## src/rtl/tl_pkg.sv

```systemverilog
package tl_pkg;
    parameter int CNT_W = 12;

    typedef struct packed {
        logic [CNT_W-1:0] val;
        logic [CNT_W-1:0] rem;
        logic             inv;
    } snap_t;

    // Sparse ranges: count ranges of 'width' values, one starting at each multiple of 2**lg_step
    function automatic snap_t snap(input logic [CNT_W-1:0] v, input int lg_step,
                                   input int width, input int count);
        snap_t r;
        int unsigned vi, idx, off, step, top;
        vi   = 32'(v);
        step = 32'(1) << lg_step;
        idx  = vi >> lg_step;
        off  = vi & (step - 1);
        top  = 32'((count - 1)) * step + 32'(width) - 1;
        r.val = v;
        r.rem = '0;
        r.inv = 1'b0;
        if (idx >= 32'(count)) begin
            r.val = CNT_W'(top);
            r.inv = 1'b1;
        end else if (off >= 32'(width)) begin
            if (idx + 1 < 32'(count)) begin
                r.val = CNT_W'((idx + 1) * step);
                r.rem = CNT_W'((idx + 1) * step - vi);
            end else begin
                r.val = CNT_W'(top);
                r.inv = 1'b1;
            end
        end
        return r;
    endfunction

    function automatic logic [5:0] pack_setup(input logic [CNT_W-1:0] v);
        return {v[7], v[4:0]};
    endfunction

    function automatic logic [6:0] pack_pulse(input logic [CNT_W-1:0] v);
        return {v[8], v[5:0]};
    endfunction

    function automatic logic [8:0] pack_cycle(input logic [CNT_W-1:0] v);
        return {v[9:8], v[6:0]};
    endfunction
endpackage

```

## src/rtl/tl_div.sv

```systemverilog
module tl_div #(
    parameter int NW = 32,
    parameter int DW = 17,
    parameter int QW = 16
) (
    input  logic          clk,
    input  logic          rst_n,
    input  logic          start,
    input  logic [NW-1:0] dividend,
    input  logic [DW-1:0] divisor,
    output logic          done,
    output logic [QW-1:0] quotient
);
    localparam int CW = $clog2(NW);

    typedef struct packed {
        logic          busy;
        logic          done;
        logic [CW-1:0] cnt;
        logic [DW-1:0] rem;
        logic [NW-1:0] quo;
    } div_t;

    div_t q, d;
    logic [DW:0] trial;

    always_comb begin
        d      = q;
        d.done = 1'b0;
        trial  = {q.rem, q.quo[NW-1]};
        if (!q.busy) begin
            if (start) begin
                d.busy = 1'b1;
                d.cnt  = '0;
                d.rem  = '0;
                d.quo  = dividend;
            end
        end else begin
            if (trial >= {1'b0, divisor}) begin
                d.rem = DW'(trial - {1'b0, divisor});
                d.quo = {q.quo[NW-2:0], 1'b1};
            end else begin
                d.rem = trial[DW-1:0];
                d.quo = {q.quo[NW-2:0], 1'b0};
            end
            d.cnt = q.cnt + 1'b1;
            if (q.cnt == CW'(NW - 1)) begin
                d.busy = 1'b0;
                d.done = 1'b1;
            end
        end
    end

    always_ff @(posedge clk or negedge rst_n) begin
        if (!rst_n) q <= '0;
        else        q <= d;
    end

    assign done     = q.done;
    assign quotient = q.quo[QW-1:0];

    // partial remainder never reaches the divisor
    p_rem_bound_r1: assert property (@(posedge clk) disable iff (!rst_n)
        q.busy |-> (q.rem < divisor));
endmodule

```

## src/rtl/tl_ns2cyc.sv

```systemverilog
module tl_ns2cyc #(
    parameter int FW  = 16,
    parameter int NSW = 11
) (
    input  logic [FW-1:0]            mul,
    input  logic [NSW-1:0]           ns,
    output logic [tl_pkg::CNT_W-1:0] cyc
);
    localparam int PW = NSW + FW + 1;
    localparam int CW = tl_pkg::CNT_W;

    logic [PW-1:0] prod;
    logic [PW-1:0] sh;

    assign prod = PW'(ns) * PW'(mul) + PW'(65536);
    assign sh   = prod >> 16;

    generate
        if (PW > CW) begin : g_sat
            assign cyc = (|sh[PW-1:CW]) ? '1 : sh[CW-1:0];
        end else begin : g_ext
            assign cyc = CW'(sh);
        end
    endgenerate
endmodule

```

## src/rtl/tl_pass.sv

```systemverilog
module tl_pass (
    input  logic [tl_pkg::CNT_W-1:0] setup_i,
    input  logic [tl_pkg::CNT_W-1:0] pulse_i,
    input  logic [tl_pkg::CNT_W-1:0] cycle_i,
    output logic [tl_pkg::CNT_W-1:0] setup_o,
    output logic [tl_pkg::CNT_W-1:0] pulse_o,
    output logic [tl_pkg::CNT_W-1:0] cycle_o,
    output logic [tl_pkg::CNT_W-1:0] cs_o,
    output logic                     inv_s,
    output logic                     inv_p,
    output logic                     inv_c,
    output logic                     too_long,
    output logic                     cs_raised
);
    import tl_pkg::*;

    snap_t a_s, a_p, a_c, a_cs;
    logic [CNT_W+1:0] sum;
    logic [CNT_W-1:0] sum_sat;

    always_comb begin
        a_s = snap(setup_i, 7, 32, 2);
        a_p = snap(pulse_i, 8, 64, 2);
        sum = (CNT_W+2)'(cycle_i)
            + (a_s.inv ? '0 : (CNT_W+2)'(a_s.rem))
            + (a_p.inv ? '0 : (CNT_W+2)'(a_p.rem));
        sum_sat   = (|sum[CNT_W+1:CNT_W]) ? '1 : sum[CNT_W-1:0];
        a_c       = snap(sum_sat, 8, 128, 4);
        too_long  = (a_c.val > CNT_W'(319));
        a_cs      = snap(a_c.val, 8, 64, 2);
        cs_raised = !too_long && (a_cs.rem != '0);
    end

    assign setup_o = a_s.val;
    assign pulse_o = a_p.val;
    assign cycle_o = a_c.val;
    assign cs_o    = a_cs.val;
    assign inv_s   = a_s.inv;
    assign inv_p   = a_p.inv;
    assign inv_c   = a_c.inv;
endmodule

```

## src/rtl/timing_legalizer.sv

```systemverilog
module timing_legalizer #(
    parameter int FW         = 16,
    parameter int NSW        = 11,
    parameter int MAX_RECALC = 8,
    parameter int DIV_DEN    = 100000,
    localparam int RW        = $clog2(MAX_RECALC + 1)
) (
    input  logic                     clk,
    input  logic                     rst_n,
    input  logic                     start,
    input  logic [FW-1:0]            freq_10k,
    input  logic [NSW-1:0]           setup_ns,
    input  logic [NSW-1:0]           pulse_ns,
    input  logic [NSW-1:0]           cycle_ns,
    input  logic                     fast_mode,
    output logic                     done,
    output logic                     fail,
    output logic [tl_pkg::CNT_W-1:0] setup_cnt,
    output logic [tl_pkg::CNT_W-1:0] pulse_cnt,
    output logic [tl_pkg::CNT_W-1:0] cycle_cnt,
    output logic [tl_pkg::CNT_W-1:0] cs_cnt,
    output logic [5:0]               setup_reg,
    output logic [6:0]               pulse_reg,
    output logic [8:0]               cycle_reg,
    output logic [6:0]               cs_reg,
    output logic [3:0]               float_cnt,
    output logic                     warn_setup,
    output logic                     warn_pulse,
    output logic                     warn_cycle,
    output logic                     warn_float,
    output logic [RW-1:0]            recalc_cnt
);
    import tl_pkg::*;

    localparam int NW = FW + 16;
    localparam int DW = $clog2(DIV_DEN + 1);

    typedef enum logic [1:0] {S_IDLE, S_DIV, S_CONV, S_LOOP} st_e;

    typedef struct packed {
        st_e              st;
        logic             fast;
        logic [NSW-1:0]   ns_s, ns_p, ns_c;
        logic [FW-1:0]    mul;
        logic [CNT_W-1:0] w_s, w_p, w_c;
        logic [3:0]       w_fl;
        logic             w_wf, w_ws, w_wp, w_wc;
        logic [RW-1:0]    w_rc;
        logic             done, fail, ws, wp, wc, wf;
        logic [CNT_W-1:0] o_s, o_p, o_c, o_cs;
        logic [3:0]       o_fl;
        logic [RW-1:0]    o_rc;
    } st_t;

    st_t q, d;

    logic             div_start, div_done;
    logic [FW-1:0]    div_quo;
    logic [NSW-1:0]   ns_vec [4];
    logic [CNT_W-1:0] cyc_vec [4];
    logic [CNT_W-1:0] p_s, p_p, p_c, p_cs;
    logic             p_is, p_ip, p_ic, p_long, p_raise;

    assign div_start = (q.st == S_IDLE) && start;

    tl_div #(.NW(NW), .DW(DW), .QW(FW)) u_div (
        .clk      (clk),
        .rst_n    (rst_n),
        .start    (div_start),
        .dividend ({freq_10k, 16'h0000}),
        .divisor  (DW'(DIV_DEN)),
        .done     (div_done),
        .quotient (div_quo)
    );

    assign ns_vec[0] = q.ns_s;
    assign ns_vec[1] = q.ns_p;
    assign ns_vec[2] = q.ns_c;
    assign ns_vec[3] = q.fast ? NSW'(20) : NSW'(30);

    generate
        for (genvar i = 0; i < 4; i++) begin : g_conv
            tl_ns2cyc #(.FW(FW), .NSW(NSW)) u_cv (
                .mul (q.mul),
                .ns  (ns_vec[i]),
                .cyc (cyc_vec[i])
            );
        end
    endgenerate

    tl_pass u_pass (
        .setup_i   (q.w_s),
        .pulse_i   (q.w_p),
        .cycle_i   (q.w_c),
        .setup_o   (p_s),
        .pulse_o   (p_p),
        .cycle_o   (p_c),
        .cs_o      (p_cs),
        .inv_s     (p_is),
        .inv_p     (p_ip),
        .inv_c     (p_ic),
        .too_long  (p_long),
        .cs_raised (p_raise)
    );

    always_comb begin
        d      = q;
        d.done = 1'b0;
        unique case (q.st)
            S_IDLE: begin
                if (start) begin
                    d.st   = S_DIV;
                    d.fast = fast_mode;
                    d.ns_s = setup_ns;
                    d.ns_p = pulse_ns;
                    d.ns_c = cycle_ns;
                end
            end
            S_DIV: begin
                if (div_done) begin
                    d.mul = div_quo;
                    d.st  = S_CONV;
                end
            end
            S_CONV: begin
                d.w_s  = cyc_vec[0];
                d.w_p  = cyc_vec[1];
                d.w_c  = cyc_vec[2];
                d.w_wf = (cyc_vec[3] > CNT_W'(15));
                d.w_fl = d.w_wf ? 4'd15 : cyc_vec[3][3:0];
                d.w_ws = 1'b0;
                d.w_wp = 1'b0;
                d.w_wc = 1'b0;
                d.w_rc = '0;
                d.st   = S_LOOP;
            end
            S_LOOP: begin
                d.w_ws = q.w_ws | p_is;
                d.w_wp = q.w_wp | p_ip;
                d.w_wc = q.w_wc | p_ic;
                if (p_raise && (q.w_rc != RW'(MAX_RECALC))) begin
                    d.w_s  = p_s;
                    d.w_p  = p_p;
                    d.w_c  = p_cs;
                    d.w_rc = q.w_rc + 1'b1;
                end else begin
                    d.st   = S_IDLE;
                    d.done = 1'b1;
                    d.fail = p_long | p_raise;
                    d.o_s  = p_s;
                    d.o_p  = p_p;
                    d.o_c  = p_c;
                    d.o_cs = p_raise ? p_cs : p_c;
                    d.o_fl = q.w_fl;
                    d.o_rc = q.w_rc;
                    d.ws   = d.w_ws;
                    d.wp   = d.w_wp;
                    d.wc   = d.w_wc;
                    d.wf   = q.w_wf;
                end
            end
            default: d.st = S_IDLE;
        endcase
    end

    always_ff @(posedge clk or negedge rst_n) begin
        if (!rst_n) q <= '0;
        else        q <= d;
    end

    assign done       = q.done;
    assign fail       = q.fail;
    assign setup_cnt  = q.o_s;
    assign pulse_cnt  = q.o_p;
    assign cycle_cnt  = q.o_c;
    assign cs_cnt     = q.o_cs;
    assign setup_reg  = pack_setup(q.o_s);
    assign pulse_reg  = pack_pulse(q.o_p);
    assign cycle_reg  = pack_cycle(q.o_c);
    assign cs_reg     = pack_pulse(q.o_cs);
    assign float_cnt  = q.o_fl;
    assign warn_setup = q.ws;
    assign warn_pulse = q.wp;
    assign warn_cycle = q.wc;
    assign warn_float = q.wf;
    assign recalc_cnt = q.o_rc;

    p_done_pulse_r10: assert property (@(posedge clk) disable iff (!rst_n)
        done |=> !done);

    p_setup_legal_r2: assert property (@(posedge clk) disable iff (!rst_n)
        (done && !fail) |-> (setup_cnt <= CNT_W'(31) ||
                             (setup_cnt >= CNT_W'(128) && setup_cnt <= CNT_W'(159))));

    p_pulse_legal_r3: assert property (@(posedge clk) disable iff (!rst_n)
        (done && !fail) |-> (pulse_cnt <= CNT_W'(63) ||
                             (pulse_cnt >= CNT_W'(256) && pulse_cnt <= CNT_W'(319))));

    p_cs_match_r7: assert property (@(posedge clk) disable iff (!rst_n)
        (done && !fail) |-> (cs_cnt == cycle_cnt));

    p_cs_limit_r6: assert property (@(posedge clk) disable iff (!rst_n)
        (done && !fail) |-> (cs_cnt <= CNT_W'(319)));

    p_recalc_cap_r7: assert property (@(posedge clk) disable iff (!rst_n)
        q.w_rc <= RW'(MAX_RECALC));

    p_float_max_r9: assert property (@(posedge clk) disable iff (!rst_n)
        warn_float |-> (float_cnt == 4'd15));
endmodule

```

## config.mk

```make
export PLATFORM = sky130hd
export DESIGN_NAME = timing_legalizer
export DESIGN_NICKNAME = d
export VERILOG_FILES = /design/src/rtl/tl_pkg.sv /design/src/rtl/tl_div.sv /design/src/rtl/tl_ns2cyc.sv /design/src/rtl/tl_pass.sv /design/src/rtl/timing_legalizer.sv
export SDC_FILE = /design/constraint.sdc
export NUM_CORES = 2
export LEC_CHECK = 0
export BUFFER_PORTS_ARGS = -buffer_cell sky130_fd_sc_hd__buf_2
export CELL_PAD_IN_SITES_DETAIL_PLACEMENT = 0
export CELL_PAD_IN_SITES_GLOBAL_PLACEMENT = 1
export CORE_MARGIN = 1
export CORE_UTILIZATION = 50
export DETAILED_ROUTE_END_ITERATION = 8
export GPL_ROUTABILITY_DRIVEN = 0
export HOLD_SLACK_MARGIN = 0.06
export MAX_ROUTING_LAYER = met4
export PLACE_DENSITY_LB_ADDON = 0.1
export SYNTH_ARGS = -nofsm -noshare
export SYNTH_HDL_FRONTEND = slang
export SYNTH_SLANG_ARGS = --single-unit
```

## constraint.sdc

```tcl
create_clock -name clk -period 8.5 [get_ports clk]
set_input_delay 0.425 -clock clk [delete_from_list [all_inputs] [get_ports clk]]
set_output_delay 0.425 -clock clk [all_outputs]
set_load 0.01 [all_outputs]
```

== Word-level counts from Yosys, hierarchy flattened ==
Index checks and enable logic that the tools add are counted.

* Word-level logic and storage cells: 145
* Output and inout bits: 91
* Flip-flop bits (word level): 218

* Mux-type cells: 49
* Multiply operators: 4
* Reduce and logical (&&, ||, !) cells: 14
* Eq/ne operators: 9
* Add/sub/neg operators: 17
* Bitwise operators: 5
* $lt $le $gt $ge: 15

{| class="wikitable"
|+ Operator list
! cell !! count
|-
| 2-to-1 mux 12 bit || 19
|-
| 2-to-1 mux 62 bit || 2
|-
| adder 27 x 17 -> 28 bit (second input constant) || 4
|-
| 2-to-1 mux 54 bit || 2
|-
| 2-to-1 mux 25 bit || 4
|-
| multiplier 11 x 16 -> 27 bit || 3
|-
| 2-to-1 mux 36 bit || 2
|-
| one-hot mux 36 bit (2 select lines) || 1
|-
| 2-to-1 mux 49 bit || 1
|-
| subtractor 12 bit || 4
|-
| multiplier 5 x 16 -> 21 bit || 1
|-
| >= comparator 18 x 17 -> 1 bit (second input constant) || 1
|-
| subtractor 17 bit (second input constant) || 1
|-
| >= comparator 8 x 7 -> 1 bit (second input constant) || 2
|-
| adder 4 x 1 -> 5 bit (second input constant) || 3
|-
| adder 12 x 14 -> 14 bit || 1
|-
| adder 14 bit || 1
|-
| one-hot mux 7 bit (2 select lines) || 1
|-
| > comparator 12 x 4 -> 1 bit (second input constant) || 1
|-
| > comparator 12 x 9 -> 1 bit (second input constant) || 1
|-
| 2-to-1 mux 4 bit || 3
|-
| nonzero test 12 bit || 1
|-
| less-than comparator 5 x 2 -> 1 bit (second input constant) || 2
|-
| 2-to-1 mux 1 bit || 10
|-
| other kinds (27) || 42
|}

== Longest topological paths before layout ==
* Depth in word-level cells: 25
* Depth in mapped cells: 33
* Depth with buffers taken out: 28

== By module ==
From an unflattened synthesis, not the netlist that was laid out.

* Cells, all modules: 3,898
* Area total of the unflattened synthesis: 36,284.8 um^2

{| class="wikitable"
|+ By module, submodules not included
! module !! area each (um^2) !! instances !! seq. area each (um^2) !! cells an instance
|-
| tl_ns2cyc (g_conv[0].u_cv ...) || 5,720.5 || 2 || 0.0 || 664
|-
| timing_legalizer || 7,475.9 || 1 || 4,053.9 || 535
|-
| tl_ns2cyc (g_conv[3].u_cv) || 5,720.5 || 1 || 0.0 || 660
|-
| tl_ns2cyc (g_conv[2].u_cv) || 5,711.7 || 1 || 0.0 || 663
|-
| tl_div || 3,734.8 || 1 || 1,401.3 || 421
|-
| tl_pass || 2,200.9 || 1 || 0.0 || 291
|}

== Worst setup path before layout ==
OpenSTA, ideal clock, no wires.

* Path kind: reg-to-reg
* From: reg q[107] (netlist name)
* To: reg q (netlist bit cycle_cnt[1])
* Setup slack: 1,665 ps
* Data required time: 8,372 ps
* Clock period less this slack: 6,835 ps
* Stages on the path, launching flop included: 31
* Data arrival time: 6,707 ps
* Path through: dfrtp_1 > inv_1 > nor3_1 > o21ai_0 > and4b_1 > and3b_1 > clkbuf_1 > and2_1 > fa_1 > ha_1 > fa_1 > a21oi_1 > o21a_1 > a21oi_1 > or4b_4 > a21oi_2 > nand2_1 > ha_1 > nand2_1 > and3b_1 > buf_2 > clkbuf_1 > nand3_1 > ha_1 > nand2b_1 > nor3_1 > and3_1 > o21ai_2 > o21ai_2 > buf_2 > mux2_1

* Longest elaborated chain between the ends: 25

{| class="wikitable"
|+ Ends and longest elaborated chain
! item !! RTL line !! RTL
|-
| from (decl) || timing_legalizer.sv:55 || <nowiki>st_t q, d;</nowiki>
|-
| from (signal assigned) || timing_legalizer.sv:167 || <nowiki>if (!rst_n) q <= '0;</nowiki>
|-
| from (signal assigned) || timing_legalizer.sv:168 || <nowiki>else q <= d;</nowiki>
|-
| adder 5 x 1 -> 6 bit || tl_pkg.sv:29 || <nowiki>r.rem = CNT_W'((idx + 1) * step - vi);</nowiki>
|-
| subtractor 12 bit / less-than comparator 6 x 2 -> 1 bit (equally long branches) || tl_pkg.sv:29, tl_pkg.sv:27 ||
|-
| 2-to-1 mux 12 bit / 2-to-1 mux 1 bit (equally long branches) || tl_pkg.sv:27 || <nowiki>if (idx + 1 < 32'(count)) begin</nowiki>
|-
| 2-to-1 mux 25 bit || tl_pkg.sv:26 || <nowiki>end else if (off >= 32'(width)) begin</nowiki>
|-
| 2-to-1 mux 12 bit / 2-to-1 mux 1 bit (equally long branches) || tl_pkg.sv:23 || <nowiki>if (idx >= 32'(count)) begin</nowiki>
|-
| 2-to-1 mux 12 bit * || tl_pass.sv:25 || <nowiki>+ (a_s.inv ? '0 : (CNT_W+2)'(a_s.rem))</nowiki>
|-
| adder 12 x 14 -> 14 bit * || tl_pass.sv:25 ||
|-
| adder 14 bit * || tl_pass.sv:26 || <nowiki>+ (a_p.inv ? '0 : (CNT_W+2)'(a_p.rem));</nowiki>
|-
| (+7 left out) || - ||
|-
| named net p_c[9] || timing_legalizer.sv:61 || <nowiki>logic [CNT_W-1:0] p_s, p_p, p_c, p_cs;</nowiki>
|-
| (+2 left out) || - ||
|-
| 2-to-1 mux 12 bit || tl_pkg.sv:27 ||
|-
| 2-to-1 mux 25 bit || tl_pkg.sv:26 ||
|-
| 2-to-1 mux 12 bit || tl_pkg.sv:23 ||
|-
| nonzero test 12 bit || tl_pass.sv:31 || <nowiki>cs_raised = !too_long && (a_cs.rem != '0);</nowiki>
|-
| logical AND 1 bit * || tl_pass.sv:31 ||
|-
| logical AND 1 bit * || timing_legalizer.sv:141 || <nowiki>if (p_raise && (q.w_rc != RW'(MAX_RECALC))) begin</nowiki>
|-
| NOT 1 bit (no source line) * || - ||
|-
| AND reduction 2 bit (no source line) * || - ||
|}

Mark *: on every way through the listed nets, which the timed path passes. The rest lies on a longest branch.
A chain may end at the register's enable or synchronous reset.

== Worst setup path after layout ==
* From: reg q[107] (netlist name)
* To: reg q[91] (netlist name)

* Longest elaborated chain between the ends: 25

{| class="wikitable"
|+ Ends and longest elaborated chain
! item !! RTL line
|-
| adder 5 x 1 -> 6 bit || tl_pkg.sv:29
|-
| subtractor 12 bit / less-than comparator 6 x 2 -> 1 bit (equally long branches) || tl_pkg.sv:29, tl_pkg.sv:27
|-
| 2-to-1 mux 12 bit / 2-to-1 mux 1 bit (equally long branches) || tl_pkg.sv:27
|-
| 2-to-1 mux 25 bit || tl_pkg.sv:26
|-
| 2-to-1 mux 12 bit / 2-to-1 mux 1 bit (equally long branches) || tl_pkg.sv:23
|-
| 2-to-1 mux 12 bit * || tl_pass.sv:25
|-
| adder 12 x 14 -> 14 bit * || tl_pass.sv:25
|-
| adder 14 bit * || tl_pass.sv:26
|-
| (+7 left out) || -
|-
| named net p_c[9] || timing_legalizer.sv:61
|-
| (+2 left out) || -
|-
| 2-to-1 mux 12 bit || tl_pkg.sv:27
|-
| 2-to-1 mux 25 bit || tl_pkg.sv:26
|-
| 2-to-1 mux 12 bit || tl_pkg.sv:23
|-
| nonzero test 12 bit || tl_pass.sv:31
|-
| logical AND 1 bit * || tl_pass.sv:31
|-
| logical AND 1 bit * || timing_legalizer.sv:141
|-
| != test 2 bit (no source line) * || -
|-
| AND reduction 2 bit (no source line) * || -
|}

Marks and branches as above.

==> run metrics <==
Synth top area share=28.60%; pre-CTS WS=0.9644 ns; Setup WS post-layout=0.8760 ns; delay of the slowest critical-path stage=0.57 ns; slew of the pin with the lowest slew margin=1.078 ns; initial antenna violation count=0; PwrDens=272.9 nW/um^2; worst path arrival time=8.11 ns; Hold WS=0.08217 ns; setup bufs post-CTS=0; Setup TNS=0 ns; final non-filler cell total=3,877; Seq/Total Area, Yosys=18.73%; number of global-route vias before repair=21,948; unrepaired setup endpoints after global routing=no; DR WL/cell=17.55 microns; min-delay worst type=in2reg; Max Fanout on Critical Path=16; Post-synth EDFFs=0; core region area=57,590 sq um; Tmin final=7.624 ns; Crit Path Category=reg2reg; worst reg2reg setup slack=0.88 ns; dominant cell by count in the synthesized netlist=inv_1; ant diodes=0; Max Fclk=131.2 MHz; Synth Flop Type=dfrtp_1; clk sinks=218; Async SR Flop Fraction=100.0%; clk buf depth=3; Overall Power=8.489 mW; relative slew slack=27.34%; Multi-input gate area=20,630 sq um; number of I/O port buffers=143; Area contributors post-synth=fa_1 29%, dfrtp_1 19%, ha_1 13%; Ports=144; Filler Cell Count=5,232; Synth-to-Final Area Change=6.827%; largest area contributor in the netlist=fa_1; final worst-path cycle share=89.69%; first-pass GRT wire length=115,200 microns; final antenna-violating net count=0; Via density=5.305; TritonCTS clock tree=yes; Seq cells post-synth=218; layout cell share with drive strength beyond 1=9.640%; Synth Area per Inst=9.431 sq um; via count=20,569; CP Capture Type=flop; H-Tree Depth=1; dpl cells=3,796; Static Leak=16.69 nW; Starting Density=50.57%; Net count, final=3,869; Post-Syn Instances=3,088; synthesized area=29,120 sq um; Final Hold Fails=0; chip width=243.3 microns; Num CTS Buffers=29; synthesis warning total=0; Crit path top cell by count=buf_4; # DRC=0; Worst Skew=0.01523 ns; # setup viols final=0; most instantiated cells after synthesis=488 x inv_1, 448 x nand2_1, 416 x fa_1; router iterations before antenna repair=5; 1st-iter DRT viols=986; overall die height=243.3 microns; CTS root buffer=clkbuf_16; status=finished, final reports clean; Max Cap Viol=0; WL final=68,040 microns; GRT overflow=0; post-DP HPWL=50,700 microns; Register Area=5456 sq um; die area=59,210 sq um; clock-pin slew on the worst setup and hold paths=0.06 ns; Yosys cell types=75; Row Count=88; Slew Limit Fails=0; Total GRT Usage=24.83%; worst-skew pair later-pin latency=0.60 ns; largest net degree at the start of global routing=100; worst vdd ir=0.3179 mV; Slowest cell on crit path=or4b_4; Worst Path Required=8.98 ns; startpoint types=flop
[flip-flops by register name (all words and copies together), names as in the netlist, 12 cells and up]
| register | count |
|---|---|
| u_div.q | 39 |
| u_div.quotient | 16 |
| cycle_cnt | 12 |
| cs_cnt | 12 |
| ns_vec | 33 |
| q | 67 |
| pulse_cnt | 12 |
| setup_cnt | 12 |
[cell type report]
cell class / count / area share, %
Multi-Input combinational cell: 2148 / 66.32
Sequential cell: 218 / 17.54
Inverter: 488 / 5.888
Timing Repair Buffer: 204 / 4.022
Tap cell: 765 / 3.077
Clock buffer: 41 / 2.670
Clock inverter: 13 / 0.4826
[metal layers]
metal / global-route usage [%] / vias to the layer above / wire (microns)
met5: - / - / 0
met4: 6.067 / 0 / 1659
met3: 1.928 / 109 / 2435
met2: 40.87 / 379 / 33080
met1: 33.37 / 10469 / 30860
li1: - / 9612 / -
[through the flow]
| stage | instance area (sq um) | utilization, % |
|---|---|---|
| 6_report | 31110 | 54.03 |
| 5_1_grt | 31110 | 54.03 |
| 2_1_floorplan | 29130 | - |
| 4_1_cts | 31110 | 54.03 |
| 3_5_place_dp | 29860 | 51.85 |
| 3_3_place_gp | 29860 | 51.85 |
[power by group]
part | internal [mW] | switching (mW)
clock | 0.744 | 0.517
combinational | 2.04 | 2.96
sequential | 1.40 | 0.835
total | 4.18 | 4.31
[logic make-up after synthesis]
family / Yosys count / synth area share (%)
XOR/XNOR: 72 / 2.165
flip-flops: 218 / 18.73
multiplexers: 115 / 4.292
adder cells (fa/ha/maj): 727 / 41.96
AND/OR/NAND/NOR: 905 / 15.15
buffers and inverters: 723 / 10.48
AO/OA/AOI/OAI: 327 / 7.205
other: 1 / 0.01288
[placed cells by master (no fill, tap or decap), drive strengths merged, types with 39 or more instances in the layout]
master    n
nand2   448
o21ai   106
nor2     48
and2    264
mux2     79
dfrtp   218
xnor2    39
fa      416
a21oi    69
inv     489
buf     177
clkbuf   41
ha      311
[worst max-delay path: cells and delay by family, from the launching register on]
family	cells	cell delay [ns]
AO/OA/AOI/OAI	9	1.62
adder cells (fa/ha/maj)	5	1.54
buffers and inverters	6	1.25
flip-flops	1	0.44
AND/OR/NAND/NOR	11	2.65
[worst paths after layout]
kind / from / endpoint / depth (start not counted)
worst min-delay path: setup_ns[8] / ns_vec[41]$_DFFE_PN0P_ / 2
max in group asynchronous: rst_n / pulse_cnt[4]$_DFFE_PN0P_ / 4
worst max-delay path: q[107]$_DFFE_PN0P_ / q[91]$_DFFE_PN0P_ / 31
worst max register to register: q[107]$_DFFE_PN0P_ / q[91]$_DFFE_PN0P_ / 31
worst min register to register: u_div.q[32]$_DFFE_PN0P_ / u_div.q[33]$_DFFE_PN0P_ / 2
min in group asynchronous: rst_n / q[159]$_DFFE_PN0P_ / 2
[repair_timing]
item,4_1_cts,5_1_grt
hold buffers,27,0
hold endpoints to repair,123,0
resized for setup,0,0
(Power assumes the default switching activity.)
